File: config.mk
export PLATFORM = sky130hd
export DESIGN_NAME = hov_ctrl
export DESIGN_NICKNAME = d
export VERILOG_FILES = /design/src/rtl/hov_pkg.sv /design/src/rtl/hov_cfg_reg.sv /design/src/rtl/hov_trig_detect.sv /design/src/rtl/hov_exit_cnt.sv /design/src/rtl/hov_ctrl.sv
export SDC_FILE = /design/constraint.sdc
export NUM_CORES = 1
export LEC_CHECK = 0
export ABC_AREA = 1
export BUFFER_PORTS_ARGS = -buffer_cell sky130_fd_sc_hd__clkbuf_2
export CORE_MARGIN = 3
export CORE_UTILIZATION = 55
export CTS_CLUSTER_SIZE = 25
export DETAILED_ROUTE_END_ITERATION = 10
export PLACE_DENSITY = 0.77
export SLEW_MARGIN = 20
export SYNTH_ARGS = -nofsm -noshare
export SYNTH_HDL_FRONTEND = slang
export SYNTH_HIERARCHICAL = 1
export SYNTH_SLANG_ARGS = --single-unit
export TNS_END_PERCENT = 50
File: constraint.sdc
create_clock -name clk -period 3 [get_ports clk]
set_clock_uncertainty 0.05 [all_clocks]
set_input_delay 0.6 -clock clk [delete_from_list [all_inputs] [get_ports clk]]
set_output_delay 0.6 -clock clk [all_outputs]
set_load 0.01 [all_outputs]
File: src/rtl/hov_pkg.sv
// Package: shared types and reset constants for the holdover controller.
// Assumes: all users import it; the flag struct excludes widths that are
// parameters of the top module.
package hov_pkg;

    // Single-bit configuration controls, grouped for one register.
    typedef struct packed {
        logic ovr;
        logic lock_en;
        logic los_en;
        logic vt_en;
        logic hitless;
        logic hold_en;
    } hov_flags_t;

    // Reset image of the flag register.
    localparam hov_flags_t HOV_FLAGS_RST = '{
        ovr:     1'b0,
        lock_en: 1'b0,
        los_en:  1'b0,
        vt_en:   1'b0,
        hitless: 1'b1,
        hold_en: 1'b1
    };

    // Controller state.
    typedef enum logic {
        HOV_TRACK = 1'b0,
        HOV_HOLD  = 1'b1
    } hov_state_t;

endpackage

File: src/rtl/hov_cfg_reg.sv
// Module: configuration register with reset defaults, plus the decode of the
// forced-input indication.
// Assumes: synchronous active-low reset; NUM_MANUAL < 2**SEL_W.
module hov_cfg_reg
    import hov_pkg::*;
#(
    parameter int CNT_W      = 14,
    parameter int EXIT_RST   = 2,
    parameter int SEL_W      = 2,
    parameter int NUM_MANUAL = 3
) (
    input  logic             clk,
    input  logic             rst_n,
    input  hov_flags_t       flags_i,
    input  logic [CNT_W-1:0] thr_i,
    input  logic [SEL_W-1:0] sel_i,
    output hov_flags_t       flags_q,
    output logic [CNT_W-1:0] thr_q,
    output logic             force_valid_o,
    output logic [SEL_W-1:0] force_sel_o
);
    localparam logic [CNT_W-1:0] THR_RST = CNT_W'(EXIT_RST);
    localparam logic [SEL_W-1:0] SEL_RST = {SEL_W{1'b1}};
    localparam logic [SEL_W-1:0] SEL_LIM = SEL_W'(NUM_MANUAL);

    logic [SEL_W-1:0] sel_q;

    // Capture configuration each cycle; reset loads the defaults.
    always_ff @(posedge clk) begin
        if (!rst_n) begin
            flags_q <= HOV_FLAGS_RST;
            thr_q   <= THR_RST;
            sel_q   <= SEL_RST;
        end else begin
            flags_q <= flags_i;
            thr_q   <= thr_i;
            sel_q   <= sel_i;
        end
    end

    // Forced selection applies only to manual input codes.
    always_comb begin
        force_valid_o = flags_q.ovr && (sel_q < SEL_LIM);
        force_sel_o   = force_valid_o ? sel_q : '0;
    end

endmodule

File: src/rtl/hov_trig_detect.sv
// Module: turns the lock, loss-of-signal and tuning-rail flags into a single
// combinational trigger. Lock contributes on its falling edge; level sources
// contribute on the rise of their combined, enabled level.
// Assumes: inputs are already synchronous to clk.
module hov_trig_detect
    import hov_pkg::*;
#(
    parameter int NUM_LVL = 2
) (
    input  logic               clk,
    input  logic               rst_n,
    input  logic               lock_i,
    input  logic               lock_en_i,
    input  logic [NUM_LVL-1:0] lvl_i,
    input  logic [NUM_LVL-1:0] lvl_en_i,
    output logic               trig_o
);
    logic               lock_q;
    logic               lvl_any_q;
    logic [NUM_LVL-1:0] lvl_gated;
    logic               lvl_any;
    logic               lock_fall;

    // Gate each level source by its own enable.
    for (genvar g = 0; g < NUM_LVL; g++) begin : g_lvl
        assign lvl_gated[g] = lvl_i[g] & lvl_en_i[g];
    end

    // History registers for edge detection.
    always_ff @(posedge clk) begin
        if (!rst_n) begin
            lock_q    <= 1'b0;
            lvl_any_q <= 1'b0;
        end else begin
            lock_q    <= lock_i;
            lvl_any_q <= lvl_any;
        end
    end

    // Merge all sources into one trigger.
    always_comb begin
        lvl_any   = |lvl_gated;
        lock_fall = lock_en_i & lock_q & ~lock_i;
        trig_o    = lock_fall | (lvl_any & ~lvl_any_q);
    end

endmodule

File: src/rtl/hov_exit_cnt.sv
// Module: counts valid phase-detector cycles toward the exit threshold.
// Assumes: clr_i has priority over counting; hit_o is combinational.
module hov_exit_cnt #(
    parameter int CNT_W = 14
) (
    input  logic             clk,
    input  logic             rst_n,
    input  logic             clr_i,
    input  logic             valid_i,
    input  logic [CNT_W-1:0] thr_i,
    output logic             hit_o
);
    logic [CNT_W-1:0] cnt_q;

    // Threshold reached on a valid cycle.
    assign hit_o = valid_i && (cnt_q >= thr_i);

    // Count valid cycles; clear on request or on reaching the threshold.
    always_ff @(posedge clk) begin
        if (!rst_n) begin
            cnt_q <= '0;
        end else if (clr_i || hit_o) begin
            cnt_q <= '0;
        end else if (valid_i) begin
            cnt_q <= cnt_q + 1'b1;
        end
    end

endmodule

File: src/rtl/hov_ctrl.sv
// Module: top of the holdover controller. Registers the configuration,
// detects triggers, runs the track/hold state machine and the exit counter.
// Assumes: all inputs synchronous to clk; synchronous active-low reset.
module hov_ctrl
    import hov_pkg::*;
#(
    parameter int CNT_W      = 14,
    parameter int EXIT_RST   = 2,
    parameter int SEL_W      = 2,
    parameter int NUM_MANUAL = 3
) (
    input  logic             clk,
    input  logic             rst_n,
    input  logic             pll_lock_i,
    input  logic             ref_los_i,
    input  logic             vtune_rail_i,
    input  logic             pdf_en_i,
    input  logic             cfg_override_i,
    input  logic             cfg_lock_trig_en_i,
    input  logic             cfg_los_trig_en_i,
    input  logic             cfg_vtune_trig_en_i,
    input  logic             cfg_hitless_i,
    input  logic             cfg_hold_en_i,
    input  logic [CNT_W-1:0] cfg_exit_cnt_i,
    input  logic [SEL_W-1:0] sel_mode_i,
    output logic             holdover_o,
    output logic             switch_evt_o,
    output logic             switch_hitless_o,
    output logic             force_sel_valid_o,
    output logic [SEL_W-1:0] force_sel_o
);
    localparam int NUM_LVL = 2;

    hov_flags_t       flags_in;
    hov_flags_t       flags_q;
    logic [CNT_W-1:0] thr_q;
    logic             trig;
    logic             valid;
    logic             cnt_clr;
    logic             cnt_hit;
    hov_state_t       state_q;
    hov_state_t       state_d;

    // Pack the configuration pins.
    always_comb begin
        flags_in.ovr     = cfg_override_i;
        flags_in.lock_en = cfg_lock_trig_en_i;
        flags_in.los_en  = cfg_los_trig_en_i;
        flags_in.vt_en   = cfg_vtune_trig_en_i;
        flags_in.hitless = cfg_hitless_i;
        flags_in.hold_en = cfg_hold_en_i;
    end

    hov_cfg_reg #(
        .CNT_W      (CNT_W),
        .EXIT_RST   (EXIT_RST),
        .SEL_W      (SEL_W),
        .NUM_MANUAL (NUM_MANUAL)
    ) cfg_i (
        .clk           (clk),
        .rst_n         (rst_n),
        .flags_i       (flags_in),
        .thr_i         (cfg_exit_cnt_i),
        .sel_i         (sel_mode_i),
        .flags_q       (flags_q),
        .thr_q         (thr_q),
        .force_valid_o (force_sel_valid_o),
        .force_sel_o   (force_sel_o)
    );

    hov_trig_detect #(
        .NUM_LVL (NUM_LVL)
    ) trig_i (
        .clk       (clk),
        .rst_n     (rst_n),
        .lock_i    (pll_lock_i),
        .lock_en_i (flags_q.lock_en),
        .lvl_i     ({vtune_rail_i, ref_los_i}),
        .lvl_en_i  ({flags_q.vt_en, flags_q.los_en}),
        .trig_o    (trig)
    );

    // Qualify phase-detector cycles and decide when the count restarts.
    always_comb begin
        valid   = pdf_en_i & pll_lock_i & ~ref_los_i;
        cnt_clr = trig | (state_q != HOV_HOLD) | ~pll_lock_i | ref_los_i
                  | ~flags_q.hold_en;
    end

    hov_exit_cnt #(
        .CNT_W (CNT_W)
    ) cnt_i (
        .clk     (clk),
        .rst_n   (rst_n),
        .clr_i   (cnt_clr),
        .valid_i (valid),
        .thr_i   (thr_q),
        .hit_o   (cnt_hit)
    );

    // Next state: disable wins, then triggers, then exit on threshold.
    always_comb begin
        state_d = state_q;
        if (!flags_q.hold_en) begin
            state_d = HOV_TRACK;
        end else if (trig) begin
            state_d = HOV_HOLD;
        end else if (state_q == HOV_HOLD && cnt_hit) begin
            state_d = HOV_TRACK;
        end
    end

    // State, event pulse and switch-style registers.
    always_ff @(posedge clk) begin
        if (!rst_n) begin
            state_q          <= HOV_TRACK;
            switch_evt_o     <= 1'b0;
            switch_hitless_o <= HOV_FLAGS_RST.hitless;
        end else begin
            state_q      <= state_d;
            switch_evt_o <= trig;
            if (trig) begin
                switch_hitless_o <= flags_q.hitless;
            end
        end
    end

    assign holdover_o = (state_q == HOV_HOLD);

endmodule

==> results of run 1 <==
==> synthesized netlist by cell type <==
cell type   n
inv_2       1
nor2_2      1
nand3_2     1
a21oi_2     1
a21oi_1     5
xnor2_1     4
nor3_1      1
nand2_1    73
nand2_2     2
inv_1      64
nor2_4      1
dfxtp_1    41
nand3b_1    1
buf_6       2
mux2i_1     1
nand4_1     2
ha_1       15
xor2_1      6
nor2_1     32
buf_4       1
o21bai_2    1
a21boi_1    1
nand3_1    11
==> worst max path at each step <==
| stage | cells after the start | endpoint | slack (ns) | from |
|---|---|---|---|---|
| after global routing | 10 | cnt_i/cnt_q[5] | 0.83 | cnt_i/cnt_q[5] |
| after CTS | 10 | cnt_i/cnt_q[4] | 1.04 | cnt_i/cnt_q[5] |
| after detailed placement | 12 | cnt_i/cnt_q[13] | 0.87 | pll_lock_i |
| after global placement | 12 | cnt_i/cnt_q[13] | 0.93 | pll_lock_i |
| final | 11 | cnt_i/cnt_q[4] | 1.06 | cnt_i/cnt_q[0] |
| after floorplan | 11 | cnt_i/cnt_q[13] | 1.22 | pdf_en_i |
==> cells in the final DEF, fill, tap and decap left out, drive strengths merged <==
cell type  instances
mux2i              1
inv               65
a21boi             1
xor2               6
xnor2              4
nand3b             1
clkinv             1
nor2              34
o21bai             1
ha                15
nand2             75
nand3             12
nand4              2
bufinv             1
a21oi              6
nor3               1
dfxtp             41
clkbuf            39
==> power breakdown <==
group | internal [µW] | total [µW] | switching, µW
Clock | 177 | 355 | 177
Sequential | 564 | 571 | 6.73
Combinational | 34.4 | 77.1 | 42.7
==> flip-flops by register name (all words and copies together), names as in the netlist <==
signal	flops
cfg_i/sel_q	2
cnt_i/cnt_q	14
trig_i/lvl_any_q	1
switch_evt_o	1
holdover_o	1
switch_hitless_o	1
trig_i/lock_q	1
cfg_i/flags_q	6
cfg_i/thr_q	14
==> routing by layer <==
metal,GRT usage,share of wire,vias up,routed length [µm]
li1,-,-,858,-
met1,0.209,0.49,644,1550
met2,0.287,0.45,32,1410
met3,0.0479,0.044,4,138
met4,0.0855,0.016,0,52
met5,0,0,-,0
==> worst register-to-register path, delay by kind of cell, from the launching register on <==
kind | cells | cell delay, ns
and+or+nand+nor | 9 | 0.94
DFF | 1 | 0.43
adders and majority gates | 1 | 0.29
buffers and inverters | 1 | 0.11
==> kinds of logic after synthesis <==
group / Yosys count / share of synthesized area
compound gates: 8 / 0.0270
xor+xnor: 10 / 0.0450
fa+ha+maj: 15 / 0.0964
buf+inv: 68 / 0.141
flops: 41 / 0.422
mux: 1 / 0.00514
simple gates: 125 / 0.264
==> layout make-up <==
cell class / instances / area, µm²
Clock inverter: 2 / 38.8
Fill cell: 306 / 986
Inverter: 65 / 244
Multi-Input combinational cell: 159 / 852
Sequential cell: 41 / 821
Clock buffer: 6 / 41.3
Timing Repair Buffer: 33 / 165
Tap cell: 44 / 55.1
==> through the flow <==
step | setup slack, ns | instances | hold WS [ns] | util | total power, µW
2_1_floorplan | 1.22 | 268 | 0.369 | - | 631
3_3_place_gp | 0.929 | 342 | 0.383 | 0.667 | 658
3_5_place_dp | 0.874 | 342 | 0.383 | 0.667 | 661
4_1_cts | 1.04 | 350 | 0.353 | 0.692 | 1010
5_1_grt | 0.825 | 350 | 0.357 | 0.692 | 1050
6_report | 1.06 | 350 | 0.367 | 0.692 | 1000
==> metrics.yaml, run 1 <==
outcome:
  status: "finished, final reports clean"
clock_network:
  clk-insertion-delay-late_ns: 0.34
  clock-sinks: 41
  path_clk_slew_ns: 0.12
  cts_tree: "done"
  htreeDepth: 2
  cts.repair.resized: 0
  clock_path_buffers: 2
  post_cts_buffers: 0
  root_buffer: "clkbuf_4"
  hold_buffers: 0
  cts_made_buffers: 5
yosys:
  synth_top_area_frac: 0.422
  syn_area_um2: 1950
  synth_area_leader_cell: "dfxtp_1"
  avgSynthCellArea_um2: 7.26
  synth_area_leaders: "dfxtp_1 (42%), nand2_1 (14%), inv_1 (12%)"
  yosysSeqAreaShare: 0.422
  yosys_warnings: 6
  syn-instance-count: 268
  synth_nets: 311
  synth_cell_type_count: 23
  ys_seq_elements: 41
sta:
  fmax_ghz: 0.516
  timing.final.crit_period_ns: 1.94
  period_share: 0.646
  tightest_slew_ns: 0.522
  fin_tns_setup_ns: 0
  hold_viol_final: 0
  slew_headroom: 0.651
  finalSetupViolations: 0
  rsz0062_at_grt: "false"
  slew_violations: 0
global_route:
  grt.total_usage: 0.175
  grt_antenna_before_repair: 0
  grt_pass1_vias: 1420
  grt_pass1_wl_um: 5750
  grt_max_degree: 29
  grt_overflow_total: 0
critical_path:
  end_kind: "register"
  crit-reg2reg-launch: "cnt_i/cnt_q[0]"
  path_common_cell: "nand2_1"
  reg2reg_depth: 11
  critPathMaxStageDelay_ns: 0.43
  r2r_slack_ns: 1.06
  criticalPathCategory: "register to register"
  critPathRequiredTime_ns: 3.17
  rr_endpoint: "cnt_i/cnt_q[4]"
  arrival_ns: 2.11
  path_buf_inv: 1
  worstPathMaxFanout: 14
  startpoint_type: "register"
  crit_chain: "inv_1, ha_1, nand2_1, nor2_1, nand2_1, nand2_1, nand2_1, nand3_1, nand2_1, nand2_1, nor2_1"
  cp_top_family: "simple AND/OR/NAND/NOR gates"
  slowest_stage: "dfxtp_1"
min_path:
  hold_path_startpoint: "cfg_hitless_i"
  worstHoldPathCells: 3
  whs_endpoint: "cfg_i/flags_q[1]"
  hold_path.class: "input pin to register"
cells_and_area:
  diodes: 0
  drive_above_1_share: 0.157
  area_delta_synth_final_pct: 13.9
  layout.nets: 348
  stdcell_area_um2: 2220
power:
  ir_drop_v: 0.000319
  leakage_uw: 0.00123
  p_per_area_nw_per_um2: 452
floorplanning:
  dieArea_um2: 4290
  core-area_um2: 3200
  boundaryPins: 34
  dieHeight_um: 65.5
  rows: 20
  initial_utilization: 0.608
  die_w_um: 65.5
route:
  vias_per_cell: 4.39
  drc: 0
  drt-initial-drc-count: 58
  via_count: 1538
  drt-total-wl_um: 3160
  antenna_left: 0
  drtPass1Iterations: 4
  wl_per_cell_um: 9.01
placed_design:
  dp_hpwl_um: 2450
  port_buffers: 33
  placed_area_um2: 2140
  place_congestion: 0.842
job:
  maxCapViolCount: 0
Power figures use the tool's default switching activity.
==> run 2: changes to the inputs <==
==> constraint.sdc (replaced) <==
create_clock -name clk -period 1.8 [get_ports clk]
set_clock_uncertainty 0.05 [all_clocks]
set_input_delay 0.36 -clock clk [delete_from_list [all_inputs] [get_ports clk]]
set_output_delay 0.36 -clock clk [all_outputs]
set_load 0.01 [all_outputs]
==> metrics.yaml, run 2 (synthesis results as in run 1) <==
cells_and_area:
  stdcell_count: 360  # +2.9%
  area_delta_synth_final_pct: 19.3
  reg_top3: "cfg_i/thr_q x14, cnt_i/cnt_q x14, cfg_i/flags_q x6"
  mostFrequentLayoutCells: "nand2_1 (71), inv_1 (64), dfxtp_1 (39)"
  drive_above_1_share: 0.215  # +0.0583
  diodes: 0  # unchanged
  layout.nets: 358  # +2.9%
  n_fill_cell: 289  # -5.6%
  stdcell_area_um2: 2320  # +4.8%
  final_common_cell: "nand2_1"
route:
  drtPass1Iterations: 4  # unchanged
  vias_per_cell: 4.49  # +2.3%
  drt-initial-drc-count: 86  # +48%
  drt-total-wl_um: 3490  # +11%
  via_count: 1618  # +5.2%
  drc: 0  # unchanged
  antenna_left: 0  # unchanged
  wl_per_cell_um: 9.70  # +7.6%
clock_network:
  cts_made_buffers: 5  # unchanged
  root_buffer: "clkbuf_4"
  cts_tree: "done"
  clk-insertion-delay-late_ns: 0.36  # +0.02 ns
  clock_path_buffers: 2  # unchanged
  path_clk_slew_ns: 0.12  # about the same
  htreeDepth: 2  # unchanged
  hold_buffers: 0  # unchanged
  cts.repair.resized: 0  # unchanged
  clock-sinks: 41  # unchanged
  post_cts_buffers: 0  # unchanged
critical_path:
  worstPathMaxFanout: 4  # -10
  criticalPathCategory: "register to register"
  end_kind: "register"
  critPathRequiredTime_ns: 2.05  # -1.12 ns
  crit-reg2reg-launch: "cnt_i/cnt_q[0]"
  timing.critical_path.to: "cnt_i/cnt_q[10]"
  arrival_ns: 1.86  # -0.25 ns
  rr_endpoint: "cnt_i/cnt_q[10]"
  reg2reg_depth: 9  # -2
  r2r_slack_ns: 0.19  # -0.87 ns
  crit_path_start: "cnt_i/cnt_q[0]"
  startpoint_type: "register"
power:
  pwr-share-seq: 0.603  # +0.034
  power.internal_uw: 1190  # +54%
  pwr-share-clk: 0.310  # -0.044
  switching_share: 0.245  # +0.0185
  p_per_area_nw_per_um2: 680  # +50%
  power_uw: 1580  # +58%
  leakage_uw: 0.00129  # +4.9%
  power.switching_uw: 386  # +70%
  p_comb_frac: 0.088  # +0.011
  ir_drop_v: 0.000577  # +81%
global_route:
  grt_pass1_vias: 1540  # +8.5%
  grt_max_degree: 28  # -3.4%
  grt.total_usage: 0.191  # +0.0160
  grt_pass1_wl_um: 6170  # +7.3%
  grt_antenna_before_repair: 0  # unchanged
  grt_overflow_total: 0  # unchanged
sta:
  fmax_ghz: 0.620  # +20%
  timing.final.crit_period_ns: 1.61  # -0.327 ns
  hold_slack_ns: 0.112  # -0.255 ns
  slew_violations: 0  # unchanged
  period_share: 0.895  # +0.249
  finalSetupViolations: 0  # unchanged
  hold_viol_final: 0  # unchanged
  fin_tns_setup_ns: 0  # unchanged
  rsz0062_at_grt: "false"
  slew_headroom: 0.822  # +0.171
  tightest_slew_ns: 0.266  # -0.257 ns
placed_design:
  place_congestion: 0.822  # -2.3%
  dp_hpwl_um: 2610  # +6.6%
  port_buffers: 33  # unchanged
  place_inst: 352  # +2.9%
  placed_area_um2: 2220  # +4.1%
min_path:
  hold_path.class: "input pin to register"
floorplanning:
  dieHeight_um: 65.5  # unchanged
  boundaryPins: 34  # unchanged
  die_w_um: 65.5  # unchanged
  core-area_um2: 3200  # unchanged
  dieArea_um2: 4290  # unchanged
  rows: 20  # unchanged
  initial_utilization: 0.608  # unchanged
outcome:
  status: "finished, final reports clean"
job:
  maxCapViolCount: 0  # unchanged
run 2: changes by cell type in the layout (fill, tap and decap cells not counted), moves of 2 or more:
cell     before  now
buf_4         0    9
nor2_2        1    3
nand2_2       2    4
dfxtp_2       0    2
nand2_1      73   71
nor2_1       32   30
dfxtp_1      41   39
run 2: worst min path at each step:
stage | start | endpoint | slack [ns] | cells past startpoint
after floorplan | cfg_i/flags_q[1] | switch_hitless_o | 0.37 | 2
after CTS | cfg_hitless_i | cfg_i/flags_q[1] | 0.09 | 3
after global placement | cfg_i/flags_q[1] | switch_hitless_o | 0.38 | 2
after detailed placement | cfg_i/flags_q[0] | holdover_o | 0.39 | 2
after global routing | cfg_exit_cnt_i[10] | cfg_i/thr_q[10] | 0.10 | 3
final | cfg_hitless_i | cfg_i/flags_q[1] | 0.11 | 3
run 2: worst max-delay path, cell delays in order, from the launching register on:
cell and delay, ns:
dfxtp_1 0.37, buf_4 0.14, ha_1 0.17, nand3_1 0.12
nor2_1 0.17, nand2_1 0.11, nor2_1 0.13, xor2_1 0.16
inv_1 0.05, nor2_1 0.08
run 2: power groups by stage:
stage / logic, µW / clock network [µW] / registers, µW
4_1_cts: 135 / 509 / 952
5_1_grt: 163 / 548 / 956
3_3_place_gp: 130 / 0 / 971
3_5_place_dp: 134 / 0 / 972
6_report: 139 / 489 / 952
2_1_floorplan: 80.2 / 0 / 972
run 2: through the flow:
stage	setup slack (ns)	utilization
after floorplan	0.227	-
after CTS	0.135	0.715
after global placement	0.175	0.695
after detailed placement	0.150	0.695
after global routing	0.000448	0.725
final	0.188	0.725
run 2: layout make-up:
type,count,area [µm²],share of cell area
Timing Repair Buffer,43,253,0.109
Clock buffer,6,51.3,0.0221
Multi-Input combinational cell,159,883,0.380
Sequential cell,41,823,0.354
Tap cell,44,55.1,0.0237
Clock inverter,2,13.8,0.00592
Inverter,65,244,0.105
run 2: metal layers:
metal,track usage,up-vias,routed length [µm]
li1,-,878,-
met1,0.220,701,1670
met2,0.308,33,1600
met3,0.0752,6,145
met4,0.0881,0,71
met5,0,-,0
==> run 3: changes to the inputs <==
--- a/config.mk
+++ b/config.mk
@@ -9,8 +9,10 @@
 export BUFFER_PORTS_ARGS = -buffer_cell sky130_fd_sc_hd__clkbuf_2
 export CORE_MARGIN = 3
 export CORE_UTILIZATION = 55
+export CTS_CLUSTER_DIAMETER = 40
 export CTS_CLUSTER_SIZE = 25
 export DETAILED_ROUTE_END_ITERATION = 10
+export MAX_ROUTING_LAYER = met4
 export PLACE_DENSITY = 0.77
 export SLEW_MARGIN = 20
 export SYNTH_ARGS = -nofsm -noshare
==> metrics.yaml, run 3 (synthesis results as in run 1) <==
outcome:
  status: "finished, final reports clean"
clock_network:
  clk-insertion-delay-late_ns: 0.36  # about the same
  clock_path_buffers: 2  # unchanged
  root_buffer: "clkbuf_4"
  path_clk_slew_ns: 0.12  # about the same
  htreeDepth: 2  # unchanged
  clock-sinks: 41  # unchanged
  cts_tree: "done"
  cts_made_buffers: 5  # unchanged
placed_design:
  place_congestion: 0.835  # +1.5%
  dp_hpwl_um: 2610  # unchanged
  port_buffers: 33  # unchanged
  placed_area_um2: 2220  # unchanged
cells_and_area:
  post-route-util: 0.725  # unchanged
  diodes: 0  # unchanged
  area_delta_synth_final_pct: 19.3  # unchanged
  register_area_um2: 823  # unchanged
  stdcell_area_um2: 2320  # unchanged
  mostFrequentLayoutCells: "nand2_1 (71), inv_1 (64), dfxtp_1 (39)"
  reg_top3: "cfg_i/thr_q x14, cnt_i/cnt_q x14, cfg_i/flags_q x6"
  multi_input_area_um2: 883  # unchanged
  layout.nets: 358  # unchanged
  drive_above_1_share: 0.215  # unchanged
  n_fill_cell: 289  # unchanged
  final_common_cell: "nand2_1"
global_route:
  grt.total_usage: 0.195  # +0.00397
  grt_overflow_total: 0  # unchanged
  grt_antenna_before_repair: 0  # unchanged
  grt_max_degree: 28  # unchanged
  grt_pass1_vias: 1535  # -0.32%
  grt_pass1_wl_um: 6160  # -0.11%
route:
  drtPass1Iterations: 4  # unchanged
  via_count: 1633  # +0.93%
  wl_per_cell_um: 9.57  # -1.4%
  vias_per_cell: 4.54  # +0.93%
  drc: 0  # unchanged
  drt-total-wl_um: 3440  # -1.4%
  antenna_left: 0  # unchanged
  drt-initial-drc-count: 90  # +4.7%
sta:
  rsz0062_at_grt: "false"
  slew_violations: 0  # unchanged
  timing.final.crit_period_ns: 1.61  # +0.000780 ns
  slew_headroom: 0.823  # +0.000874
  tightest_slew_ns: 0.264  # -0.00131 ns
  finalSetupViolations: 0  # unchanged
  fmax_ghz: 0.620  # about the same
  period_share: 0.896  # about the same
  hold_viol_final: 0  # unchanged
  fin_tns_setup_ns: 0  # unchanged
power:
  ir_drop_v: 0.000578  # +0.14%
  power_uw: 1580  # +0.13%
  leakage_uw: 0.00129  # unchanged
  p_per_area_nw_per_um2: 681  # +0.13%
critical_path:
  critPathRequiredTime_ns: 2.05  # about the same
  criticalPathCategory: "register to register"
  end_kind: "register"
  arrival_ns: 1.87  # about the same
  worstPathMaxFanout: 4  # unchanged
  startpoint_type: "register"
min_path:
  hold_path.class: "input pin to register"
floorplanning:
  initial_utilization: 0.608  # unchanged
  core-area_um2: 3200  # unchanged
  boundaryPins: 34  # unchanged
  rows: 20  # unchanged
  dieArea_um2: 4290  # unchanged
  dieHeight_um: 65.5  # unchanged
  die_w_um: 65.5  # unchanged
job:
  maxCapViolCount: 0  # unchanged
-- run 3: cell counts in the layout (fill, tap and decap cells not counted) --
Identical to the previous run, type by type.
-- run 3: repair_timing --
action / in CTS / in global routing
hold buffers: 0 / 0
endpoints found under the hold margin: 0 / 0
buffers inserted: 0 / 0
resized for setup: 0 / 9
endpoints found under the setup margin: 0 / 14
-- run 3: critical path, stage by stage, from the launching register on --
cell and delay [ns]:
dfxtp_1 0.37, buf_4 0.14, ha_1 0.17, nand3_1 0.12, nor2_1 0.17, nand2_1 0.11, nor2_1 0.13, xor2_1 0.16
inv_1 0.05, nor2_1 0.08
-- run 3: power breakdown --
group / leakage, µW / switching (µW) / internal, µW / total (µW)
logic: 0.000912 / 76.0 / 62.5 / 138
clock network: 0.0000382 / 301 / 190 / 491
registers: 0.000338 / 11.6 / 940 / 952
total: 0.00129 / 388 / 1190 / 1580
-- run 3: area by class of cell --
type                       instances  share of cell area
clock inverter                     2             0.00592
timing repair buffer              43               0.109
multi-input combinational        159               0.380
tap                               44              0.0237
sequential                        41               0.354
inverter                          65               0.105
clock buffer                       6              0.0221
-- run 3: path summary, 6_finish.rpt --
check	from	to	slack [ns]	depth (start not counted)
max	cnt_i/cnt_q[0]	cnt_i/cnt_q[10]	0.19	9
min	cfg_hitless_i	cfg_i/flags_q[1]	0.11	3
max reg2reg	cnt_i/cnt_q[0]	cnt_i/cnt_q[10]	0.19	9
min reg2reg	cfg_i/flags_q[0]	holdover_o	0.40	2
-- run 3: per-stage QoR --
step                setup WS, ns  hold slack [ns]  cells
global placement           0.175            0.381    352
CTS                        0.135           0.0938    360
global route            0.000398            0.106    360
detailed placement         0.150            0.387    352
finish                     0.187            0.106    360
floorplan                  0.227            0.369    268
-- run 3: routing by layer --
metal	GRT usage	vias up	share of wire
li1	-	877	-
met1	0.220	712	0.47
met2	0.308	35	0.46
met3	0.0650	9	0.049
met4	0.0959	0	0.026
met5	-	-	0
